==> config.mk <==
export PLATFORM = sky130hd
export DESIGN_NAME = fp_add_pipe
export DESIGN_NICKNAME = d
export VERILOG_FILES = /design/src/rtl/fpa_pkg.sv /design/src/rtl/fpa_align.sv /design/src/rtl/fpa_addsub.sv /design/src/rtl/fpa_norm.sv /design/src/rtl/fpa_round.sv /design/src/rtl/fp_add_pipe.sv
export SDC_FILE = /design/constraint.sdc
export NUM_CORES = 1
export LEC_CHECK = 0
export BUFFER_PORTS_ARGS = -buffer_cell sky130_fd_sc_hd__buf_4
export CORE_AREA = 2 2 162 164
export CTS_CLUSTER_SIZE = 25
export DETAILED_ROUTE_END_ITERATION = 8
export DIE_AREA = 0 0 164 166
export PLACE_DENSITY_LB_ADDON = 0.2
export SETUP_SLACK_MARGIN = 0.3
export SLEW_MARGIN = 10
export SYNTH_ARGS = -nofsm -noshare
export SYNTH_HDL_FRONTEND = slang
export SYNTH_SLANG_ARGS = --single-unit
==> constraint.sdc <==
create_clock -name clk_i -period 8.6 [get_ports clk_i]
set_clock_uncertainty 0.1 [all_clocks]
set_input_delay 0.43 -clock clk_i [delete_from_list [all_inputs] [get_ports clk_i]]
set_output_delay 0.43 -clock clk_i [all_outputs]
set_load 0.02 [all_outputs]
==> src/rtl/fpa_pkg.sv <==
`timescale 1ns/1ps
package fpa_pkg;
  // Class of the result, decided at unpack and carried down the pipe
  typedef enum logic [1:0] {
    CLS_NUM = 2'd0,
    CLS_INF = 2'd1,
    CLS_NAN = 2'd2
  } fpa_cls_e;

  localparam int unsigned GRS_W = 3;  // guard, round, sticky
endpackage

==> src/rtl/fpa_align.sv <==
`timescale 1ns/1ps
module fpa_align #(
  parameter int unsigned EW = 8,
  parameter int unsigned FW = 23,
  localparam int unsigned W  = 1 + EW + FW,
  localparam int unsigned AW = FW + 1 + fpa_pkg::GRS_W
) (
  input  logic                 clk_i,
  input  logic                 rst_ni,
  input  logic                 valid_i,
  input  logic                 op_i,
  input  logic [W-1:0]         a_i,
  input  logic [W-1:0]         b_i,
  output logic                 valid_o,
  output fpa_pkg::fpa_cls_e    cls_o,
  output logic                 sign_o,
  output logic                 sub_o,
  output logic [EW-1:0]        exp_o,
  output logic [AW-1:0]        big_o,
  output logic [AW-1:0]        small_o
);
  import fpa_pkg::*;
  localparam logic [EW-1:0] EMAX = '1;

  logic          sa, sb, sb_eff, swap;
  logic [EW-1:0] ea, eb, eg, es, xg, xs, diff;
  logic [FW-1:0] fa, fb, fg, fs;
  logic          a_nan, b_nan, a_inf, b_inf;
  logic [AW-1:0] ext_s, sh_s, al_s;
  logic          sticky;
  fpa_cls_e      cls_n;
  logic          sign_n;

  assign {sa, ea, fa} = a_i;
  assign {sb, eb, fb} = b_i;
  assign sb_eff = sb ^ op_i;

  assign a_nan = (ea == EMAX) && (fa != '0);
  assign b_nan = (eb == EMAX) && (fb != '0);
  assign a_inf = (ea == EMAX) && (fa == '0);
  assign b_inf = (eb == EMAX) && (fb == '0);

  // order by magnitude so the subtraction never goes negative
  assign swap = {eb, fb} > {ea, fa};
  assign eg   = swap ? eb : ea;
  assign es   = swap ? ea : eb;
  assign fg   = swap ? fb : fa;
  assign fs   = swap ? fa : fb;
  assign xg   = (eg == '0) ? EW'(1) : eg;
  assign xs   = (es == '0) ? EW'(1) : es;
  assign diff = xg - xs;

  assign ext_s = {(es != '0), fs, {GRS_W{1'b0}}};

  always_comb begin
    if (int'(diff) >= AW) begin
      sh_s   = '0;
      sticky = |ext_s;
    end else begin
      sh_s   = ext_s >> diff;
      sticky = (sh_s << diff) != ext_s;
    end
    al_s = {sh_s[AW-1:1], sh_s[0] | sticky};
  end

  always_comb begin
    cls_n  = CLS_NUM;
    sign_n = swap ? sb_eff : sa;
    if (a_nan || b_nan || (a_inf && b_inf && (sa != sb_eff))) begin
      cls_n = CLS_NAN;
    end else if (a_inf || b_inf) begin
      cls_n  = CLS_INF;
      sign_n = a_inf ? sa : sb_eff;
    end
  end

  always_ff @(posedge clk_i or negedge rst_ni) begin
    if (!rst_ni) begin
      valid_o <= 1'b0;
      cls_o   <= CLS_NUM;
      sign_o  <= 1'b0;
      sub_o   <= 1'b0;
      exp_o   <= '0;
      big_o   <= '0;
      small_o <= '0;
    end else begin
      valid_o <= valid_i;
      cls_o   <= cls_n;
      sign_o  <= sign_n;
      sub_o   <= sa ^ sb_eff;
      exp_o   <= xg;
      big_o   <= {(eg != '0), fg, {GRS_W{1'b0}}};
      small_o <= al_s;
    end
  end
endmodule

==> src/rtl/fpa_addsub.sv <==
`timescale 1ns/1ps
module fpa_addsub #(
  parameter int unsigned EW = 8,
  parameter int unsigned FW = 23,
  localparam int unsigned AW = FW + 1 + fpa_pkg::GRS_W
) (
  input  logic              clk_i,
  input  logic              rst_ni,
  input  logic              valid_i,
  input  fpa_pkg::fpa_cls_e cls_i,
  input  logic              sign_i,
  input  logic              sub_i,
  input  logic [EW-1:0]     exp_i,
  input  logic [AW-1:0]     big_i,
  input  logic [AW-1:0]     small_i,
  output logic              valid_o,
  output fpa_pkg::fpa_cls_e cls_o,
  output logic              sign_o,
  output logic              sub_o,
  output logic [EW-1:0]     exp_o,
  output logic [AW:0]       sum_o
);
  import fpa_pkg::*;
  logic [AW:0] sum_n;

  assign sum_n = sub_i ? ({1'b0, big_i} - {1'b0, small_i})
                       : ({1'b0, big_i} + {1'b0, small_i});

  always_ff @(posedge clk_i or negedge rst_ni) begin
    if (!rst_ni) begin
      valid_o <= 1'b0;
      cls_o   <= CLS_NUM;
      sign_o  <= 1'b0;
      sub_o   <= 1'b0;
      exp_o   <= '0;
      sum_o   <= '0;
    end else begin
      valid_o <= valid_i;
      cls_o   <= cls_i;
      sign_o  <= sign_i;
      sub_o   <= sub_i;
      exp_o   <= exp_i;
      sum_o   <= sum_n;
    end
  end
endmodule

==> src/rtl/fpa_norm.sv <==
`timescale 1ns/1ps
module fpa_norm #(
  parameter int unsigned EW = 8,
  parameter int unsigned FW = 23,
  localparam int unsigned AW = FW + 1 + fpa_pkg::GRS_W,
  localparam int unsigned XW = EW + 2
) (
  input  logic              clk_i,
  input  logic              rst_ni,
  input  logic              valid_i,
  input  fpa_pkg::fpa_cls_e cls_i,
  input  logic              sign_i,
  input  logic              sub_i,
  input  logic [EW-1:0]     exp_i,
  input  logic [AW:0]       sum_i,
  output logic              valid_o,
  output fpa_pkg::fpa_cls_e cls_o,
  output logic              sign_o,
  output logic [EW-1:0]     exp_o,
  output logic [AW-2:0]     man_o,
  output logic              ovf_o
);
  import fpa_pkg::*;
  localparam logic [XW-1:0] EMAX_X = XW'({EW{1'b1}});

  int            lead;
  logic [XW-1:0] exp_w, lz_w, sh_w, e_n;
  logic [AW-1:0] man_n;
  logic          sign_n;

  always_comb begin
    lead = 0;
    for (int i = 0; i < int'(AW); i++) if (sum_i[i]) lead = i;
    lz_w   = XW'(int'(AW) - 1 - lead);
    exp_w  = {2'b00, exp_i};
    sign_n = sign_i;
    sh_w   = '0;
    man_n  = '0;
    e_n    = '0;
    if (sum_i[AW]) begin
      man_n = {sum_i[AW:2], |sum_i[1:0]};
      e_n   = exp_w + XW'(1);
    end else if (sum_i == '0) begin
      if (sub_i && cls_i == CLS_NUM) sign_n = 1'b0;  // exact cancel is +0
    end else begin
      // left shift stops at the minimum exponent: subnormal result
      sh_w  = (lz_w < exp_w) ? lz_w : exp_w - XW'(1);
      man_n = sum_i[AW-1:0] << sh_w;
      e_n   = man_n[AW-1] ? exp_w - sh_w : '0;
    end
  end

  always_ff @(posedge clk_i or negedge rst_ni) begin
    if (!rst_ni) begin
      valid_o <= 1'b0;
      cls_o   <= CLS_NUM;
      sign_o  <= 1'b0;
      exp_o   <= '0;
      man_o   <= '0;
      ovf_o   <= 1'b0;
    end else begin
      valid_o <= valid_i;
      cls_o   <= cls_i;
      sign_o  <= sign_n;
      exp_o   <= e_n[EW-1:0];
      man_o   <= man_n[AW-2:0];
      ovf_o   <= e_n >= EMAX_X;
    end
  end
endmodule

==> src/rtl/fpa_round.sv <==
`timescale 1ns/1ps
module fpa_round #(
  parameter int unsigned EW = 8,
  parameter int unsigned FW = 23,
  localparam int unsigned W  = 1 + EW + FW,
  localparam int unsigned AW = FW + 1 + fpa_pkg::GRS_W
) (
  input  logic              clk_i,
  input  logic              rst_ni,
  input  logic              valid_i,
  input  fpa_pkg::fpa_cls_e cls_i,
  input  logic              sign_i,
  input  logic [EW-1:0]     exp_i,
  input  logic [AW-2:0]     man_i,
  input  logic              ovf_i,
  output logic              valid_o,
  output logic [W-1:0]      result_o
);
  import fpa_pkg::*;
  localparam logic [W-1:0] QNAN = {1'b0, {EW{1'b1}}, 1'b1, {(FW-1){1'b0}}};

  logic             up;
  logic [EW+FW-1:0] packed_r;
  logic [W-1:0]     res_n;

  assign up = man_i[2] & (man_i[1] | man_i[0] | man_i[3]);
  // carry out of the fraction ripples into the exponent: renormalizes,
  // lifts subnormals to normal, and reaches infinity on overflow
  assign packed_r = {exp_i, man_i[AW-2:3]} + {{(EW+FW-1){1'b0}}, up};

  always_comb begin
    unique case (cls_i)
      CLS_NAN: res_n = QNAN;
      CLS_INF: res_n = {sign_i, {EW{1'b1}}, {FW{1'b0}}};
      default: res_n = ovf_i ? {sign_i, {EW{1'b1}}, {FW{1'b0}}}
                             : {sign_i, packed_r};
    endcase
  end

  always_ff @(posedge clk_i or negedge rst_ni) begin
    if (!rst_ni) begin
      valid_o  <= 1'b0;
      result_o <= '0;
    end else begin
      valid_o  <= valid_i;
      result_o <= res_n;
    end
  end
endmodule

==> src/rtl/fp_add_pipe.sv <==
`timescale 1ns/1ps
module fp_add_pipe #(
  parameter int unsigned EXP_W  = 8,
  parameter int unsigned FRAC_W = 23,
  localparam int unsigned W  = 1 + EXP_W + FRAC_W,
  localparam int unsigned AW = FRAC_W + 1 + fpa_pkg::GRS_W
) (
  input  logic         clk_i,
  input  logic         rst_ni,
  input  logic         valid_i,
  input  logic         op_i,
  input  logic [W-1:0] a_i,
  input  logic [W-1:0] b_i,
  output logic         valid_o,
  output logic [W-1:0] result_o
);
  import fpa_pkg::*;

  logic             v1, s1, sub1;
  fpa_cls_e         c1;
  logic [EXP_W-1:0] e1;
  logic [AW-1:0]    big1, small1;

  logic             v2, s2, sub2;
  fpa_cls_e         c2;
  logic [EXP_W-1:0] e2;
  logic [AW:0]      sum2;

  logic             v3, s3, ovf3;
  fpa_cls_e         c3;
  logic [EXP_W-1:0] e3;
  logic [AW-2:0]    m3;

  fpa_align #(.EW(EXP_W), .FW(FRAC_W)) u_align (
    .clk_i, .rst_ni, .valid_i, .op_i, .a_i, .b_i,
    .valid_o(v1), .cls_o(c1), .sign_o(s1), .sub_o(sub1),
    .exp_o(e1), .big_o(big1), .small_o(small1)
  );

  fpa_addsub #(.EW(EXP_W), .FW(FRAC_W)) u_addsub (
    .clk_i, .rst_ni, .valid_i(v1), .cls_i(c1), .sign_i(s1), .sub_i(sub1),
    .exp_i(e1), .big_i(big1), .small_i(small1),
    .valid_o(v2), .cls_o(c2), .sign_o(s2), .sub_o(sub2),
    .exp_o(e2), .sum_o(sum2)
  );

  fpa_norm #(.EW(EXP_W), .FW(FRAC_W)) u_norm (
    .clk_i, .rst_ni, .valid_i(v2), .cls_i(c2), .sign_i(s2), .sub_i(sub2),
    .exp_i(e2), .sum_i(sum2),
    .valid_o(v3), .cls_o(c3), .sign_o(s3), .exp_o(e3), .man_o(m3), .ovf_o(ovf3)
  );

  fpa_round #(.EW(EXP_W), .FW(FRAC_W)) u_round (
    .clk_i, .rst_ni, .valid_i(v3), .cls_i(c3), .sign_i(s3),
    .exp_i(e3), .man_i(m3), .ovf_i(ovf3),
    .valid_o, .result_o
  );
endmodule

Word-level counts from Yosys, hierarchy flattened
Cells that the tools add are included.

Equality and inequality tests: 6. Shift-type cells: 3. Reductions and logical operators: 22. Add/subtract/negate cells: 8. Mux-type cells: 52. Bitwise gates (word level): 6. Order comparisons: 4.

Operators by type and width (count): 10-bit 2-to-1 mux (28); 32-bit case mux with 2 select lines (1); 26-bit 2-to-1 mux (2); 23-bit zero test (2); 23-bit 2-to-1 mux (2); 23-bit nonzero test (2); 8-bit 2-to-1 mux (4); 31-bit by 1-bit adder with 31-bit output (1); 31-bit greater-than comparator (1); 31-bit 2-to-1 mux (1); 27-bit by 27-bit adder with 28-bit output (1); 28-bit zero test (1); 28-bit 2-to-1 mux (1); 27-bit by 27-bit subtractor with 28-bit output (1); 27-bit 2-to-1 mux (1); 27-bit inequality test (1); 27-bit by 10-bit left shift with 27-bit output (1); 27-bit by 8-bit left shift with 27-bit output (1); 27-bit by 8-bit right shift with 27-bit output (1); 24-bit OR reduction (1); 8-bit == test, second input constant (2); 8-bit zero test (2); 8-bit nonzero test (2); 10-bit by 8-bit greater-or-equal comparator with 1-bit output, second input constant (1); other kinds (19) (40).

Word-level logic and storage cells: 122. Flip-flop bits (word level): 177. Input port bits: 68.

Depth between registers and ports, before layout
Depth in word-level cells: 34. Depth in mapped cells: 35. Depth with buffers taken out: 33.

Modules after synthesis
From an unflattened synthesis, not the netlist that was laid out.

Cell total of the unflattened synthesis: 2235. Area, all modules: 17977.2 sq um.

Modules (own cells, without submodules): fpa_align (instances 1, cells an instance 1145, sequential area each 1601.5 sq um, area each 8828.5 sq um); fpa_norm (instances 1, cells an instance 543, sequential area each 975.9 sq um, area each 4215.3 sq um); fpa_addsub (instances 1, cells an instance 358, sequential area each 1026.0 sq um, area each 3176.8 sq um); fpa_round (instances 1, cells an instance 189, sequential area each 825.8 sq um, area each 1756.7 sq um).

Worst setup path after synthesis
OpenSTA, ideal clock, no wires.

Path kind: in2reg. Start: input a_i[28]. End: register u_align.small_o[0]. Data required time: 8372 ps. Arrival time: 6960 ps. Setup slack: 1412 ps. Stages: 33. Library setup time: 128 ps. Cells stage by stage: inv_1 -> ha_1 -> nand4_1 -> nor3_2 -> o21ai_1 -> o21a_1 -> buf_2 -> a21oi_2 -> clkbuf_1 -> nand2_1 -> o21ai_0 -> nor4_1 -> nor4b_1 -> nor2b_1 -> ha_1 -> inv_1 -> fa_1 -> a21o_1 -> a22o_1 -> or4_1 -> o21ai_2 -> o21ai_2 -> clkbuf_1 -> o22a_4 -> a222oi_1 -> a211o_2 -> a22oi_2 -> a21oi_1 -> a22oi_1 -> a22o_1 -> nand4b_1 -> nor4_1 -> a21oi_1.

Longest elaborated chain between the ends: 10. Elaborated cells between the ends (all ways): 18. Classes of those cells: add/sub (1); order compare (2); eq/ne (1); shift (2); mux (7); bitwise (1); reduce/logical (4).

Ends and longest elaborated chain: start, declared (RTL line fp_add_pipe.sv:12) `input logic [W-1:0] a_i,`; 31-bit greater-than comparator (RTL line fpa_align.sv:44) `assign swap = {eb, fb} > {ea, fa};`; 8-bit 2-to-1 mux * (RTL line fpa_align.sv:45) `assign eg = swap ? eb : ea;`; 8-bit zero test (RTL line fpa_align.sv:49) `assign xg = (eg == '0) ? EW'(1) : eg;`; 8-bit 2-to-1 mux * (RTL line fpa_align.sv:49); named net u_align.xg[1] (RTL line fpa_align.sv:26) `logic [EW-1:0] ea, eb, eg, es, xg, xs, diff;`; 8-bit subtractor * (RTL line fpa_align.sv:51) `assign diff = xg - xs;`; 27-bit by 8-bit right shift with 27-bit output (RTL line fpa_align.sv:60) `sh_s = ext_s >> diff;`; 27-bit by 8-bit left shift with 27-bit output (RTL line fpa_align.sv:61) `sticky = (sh_s << diff) != ext_s;`; 27-bit inequality test (RTL line fpa_align.sv:61); 1-bit 2-to-1 mux (RTL line fpa_align.sv:56) `if (int'(diff) >= AW) begin`; 1-bit OR * (RTL line fpa_align.sv:63) `al_s = {sh_s[AW-1:1], sh_s[0] | sticky};`; named net u_align.al_s[0] (RTL line fpa_align.sv:29) `logic [AW-1:0] ext_s, sh_s, al_s;`; end signal, assigned (RTL line fpa_align.sv:93) `small_o <= al_s;`; end, declared (RTL line fpa_align.sv:20) `output logic [AW-1:0] small_o`.

The timed path passes the listed nets; every way through them passes the cells marked *.

Final worst setup path
Ends and elaborated chain as after synthesis.

==> flow_metrics.tcl <==
set metrics [dict create \
    min_period_ns 7.87 \
    hold_path_class "primary input to asynchronous set/reset pin" \
    layout_commonest_cell "nor2_1" \
    min_period_over_period 0.915 \
    hpwl_um 46400 \
    drtIter0Drc 2634 \
    cts_tree "done" \
    final_cell_mix "200 x nor2_1, 188 x nand2_1, 177 x dfrtp_1" \
    drt_wl_total_um 61300 \
    dp_cells 2345 \
    grt_max_degree 117 \
    cp.required_ns 8.83 \
    fmax_mhz 127 \
    worst_pin_slew_ns 1.03 \
    clkTransAtPathRegs_ns 0.08 \
    postRouteAntennaNets 0 \
    synth_edf_count 0 \
    port_buffers 100 \
    grt_usage 0.445 \
    critPathKind "primary input to flip-flop" \
    slew_headroom 0.305 \
    powerDensity_nw_per_um2 333 \
    yosys_warnings 0 \
    dieWidth_um 164 \
    multi_input_area_um2 10600 \
    drc 0 \
    cpPeakStageDelay_ns 0.54 \
    grt_pass1_wl_um 93600 \
    cts.path.max_buffers 2 \
    die-area_um2 27200 \
    startpoint_type "primary input" \
    synth_ff_type "dfrtp_1" \
    synth-seq-cells 177 \
    setup_viol_count_final 0 \
    cts.sinks 177 \
    cp.arrival_ns 8.10 \
    endpoint_kind "flip-flop" \
    design.core.area_um2 25600 \
    grt_pass1_vias 16400 \
    place.gp.congestion 1.14 \
    die_y_um 166 \
    syn_area_per_cell_um2 8.14 \
    maxCapViolations 0 \
    reg2reg_slack_ns 1.12 \
    status "completed" \
    fin_util 0.692 \
    yosysUniqueCellTypes 103 \
    regArea_um2 4430 \
    path_max_fanout 21 \
    nNetsFinal 2211 \
    regToRegEndpoint "u_norm.ovf_o" \
    synthCells 1947 \
    wl_per_cell_um 25.7 \
    cts-buffers-inserted 17 \
    num_vias 17100 \
    fillers 2022 \
    leakagePower_nw 7.87 \
    via_per_inst 7.17 \
    grt-ovfl-total 0 \
    drt_pass1_iterations 8 \
    cts_root_buf "clkbuf_16" \
    yosysSeqAreaShare 0.280 \
    setup_tns_ns 0 \
    rsz0062_at_grt "false" \
    htreeDepth 4 \
    area_delta_synth_final_pct 11.9 \
    initial_utilization 0.618 \
    antenna_found_initial 4 \
    layout-drive-gt1-share 0.136 \
    row_count 59 \
    r2r_cells 32 \
    hold_viol_final 0 \
    instances_no_fill 2382 \
    slew_violations 0 \
    clk-insertion-delay-late_ns 0.45 \
    cpMaxStageDelayCell "and3_1" \
    ios 101 \
    peakVddDrop_uv 236 \
    netlist_area_um2 15800 \
    ys_async_sr_fraction 1.00 \
    timing.rr.start "u_addsub.sum_o[4]" \
]
[stage by stage]
| step | worst slack, ns | total power [W] | area [µm²] | hold slack [ns] |
|---|---|---|---|---|
| finish | 0.729 | 0.00590 | 17700 | 0.0416 |
| floorplan | 1.41 | 0.00367 | 15800 | 0.0344 |
| global route | 0.439 | 0.00615 | 17700 | 0.114 |
| global placement | 0.385 | 0.00480 | 17100 | 0.232 |
| CTS | 0.740 | 0.00568 | 17700 | 0.0893 |
| detailed placement | 0.297 | 0.00484 | 17100 | 0.235 |
[synthesized netlist by cell type, types with 13 or more instances]
cell type | instances | area share
o22ai_1 | 36 | 0.014
nor3_1 | 65 | 0.021
nand3_1 | 67 | 0.021
xnor2_1 | 34 | 0.019
dfrtp_1 | 177 | 0.28
clkbuf_1 | 66 | 0.016
a31oi_1 | 26 | 0.010
a22oi_1 | 13 | 0.0062
a22o_1 | 13 | 0.0072
and2_1 | 17 | 0.0067
nor4_1 | 24 | 0.0095
a211oi_1 | 27 | 0.013
nand2_1 | 188 | 0.045
a21o_1 | 19 | 0.0090
ha_1 | 108 | 0.085
a21oi_1 | 115 | 0.036
inv_1 | 127 | 0.030
mux2_2 | 19 | 0.014
nand4_1 | 29 | 0.011
xor2_1 | 41 | 0.023
nor2_1 | 202 | 0.048
o211ai_1 | 16 | 0.0076
a221oi_1 | 13 | 0.0072
mux2i_1 | 68 | 0.043
o21ai_0 | 120 | 0.038
and3_1 | 18 | 0.0071
o31ai_1 | 14 | 0.0066
[worst max path at each step]
| stage | end | slack (ns) | startpoint | cells after the start |
|---|---|---|---|---|
| floorplan | u_align.small_o[0] | 1.41 | a_i[28] | 33 |
| detailed placement | u_align.small_o[0] | 0.30 | a_i[10] | 32 |
| CTS | u_align.small_o[0] | 0.74 | a_i[10] | 32 |
| global placement | u_align.small_o[0] | 0.38 | a_i[28] | 31 |
| global route | u_align.small_o[0] | 0.44 | a_i[10] | 30 |
| finish | u_align.small_o[0] | 0.73 | a_i[28] | 31 |
[metal layers]
metal / global-route usage / vias up / part of all wire
met1: 0.552 / 7918 / 0.36
li1: - / 7343 / -
met2: 0.670 / 1385 / 0.43
met5: 0 / - / 0.00033
met3: 0.116 / 418 / 0.12
met4: 0.314 / 4 / 0.087
[area by class of cell]
| cell class | count | area share |
|---|---|---|
| repair buffers | 154 | 0.0656 |
| well taps | 335 | 0.0236 |
| flip-flops and latches | 177 | 0.250 |
| clock buffers | 17 | 0.0240 |
| diodes | 2 | 0.000282 |
| inverters | 132 | 0.0280 |
| multi-input cells | 1550 | 0.598 |
| clock inverters | 15 | 0.0108 |
[where the power goes]
group	switching, W	internal [W]	total [W]
Clock	0.000402	0.000421	0.000823
Sequential	0.000286	0.00107	0.00135
Combinational	0.00242	0.00130	0.00372
[repair_timing]
item,4_1_cts,5_1_grt
hold buffers,1,0
setup buffers,0,1
endpoints found under the hold margin,1,0
gates resized for setup,0,3
setup endpoints to repair,0,1
[worst max-delay path: cells and delay by family]
kind,cells,cell delay (ns)
buffers and inverters,3,0.24
adders and majority gates,3,0.88
and+or+nand+nor,12,3.20
AOI/OAI and AO/OA,13,3.33
[state kept, by name, indices dropped and copies added (netlist names), 8 cells and up]
signal and flops:
u_round.result_o 32, u_addsub.sum_o 28, u_align.small_o 27, u_norm.man_o 26, u_align.big_o 24, u_addsub.exp_o 8
u_align.exp_o 8, u_norm.exp_o 8
[cells by family (layout without fill, tap and decap cells)]
| family | after synthesis | count (layout) | synth area share |
|---|---|---|---|
| AND/OR/NAND/NOR | 677 | 677 | 0.199 |
| AO/OA/AOI/OAI | 578 | 579 | 0.256 |
| buffers and inverters | 222 | 318 | 0.0553 |
| flip-flops | 177 | 177 | 0.280 |
| adder cells (fa/ha/maj) | 111 | 111 | 0.0891 |
| multiplexers | 106 | 106 | 0.0796 |
| XOR/XNOR | 75 | 75 | 0.0415 |
| other | 1 | 4 | 0.000237 |
No activity file was read; power rests on OpenSTA's default activity.
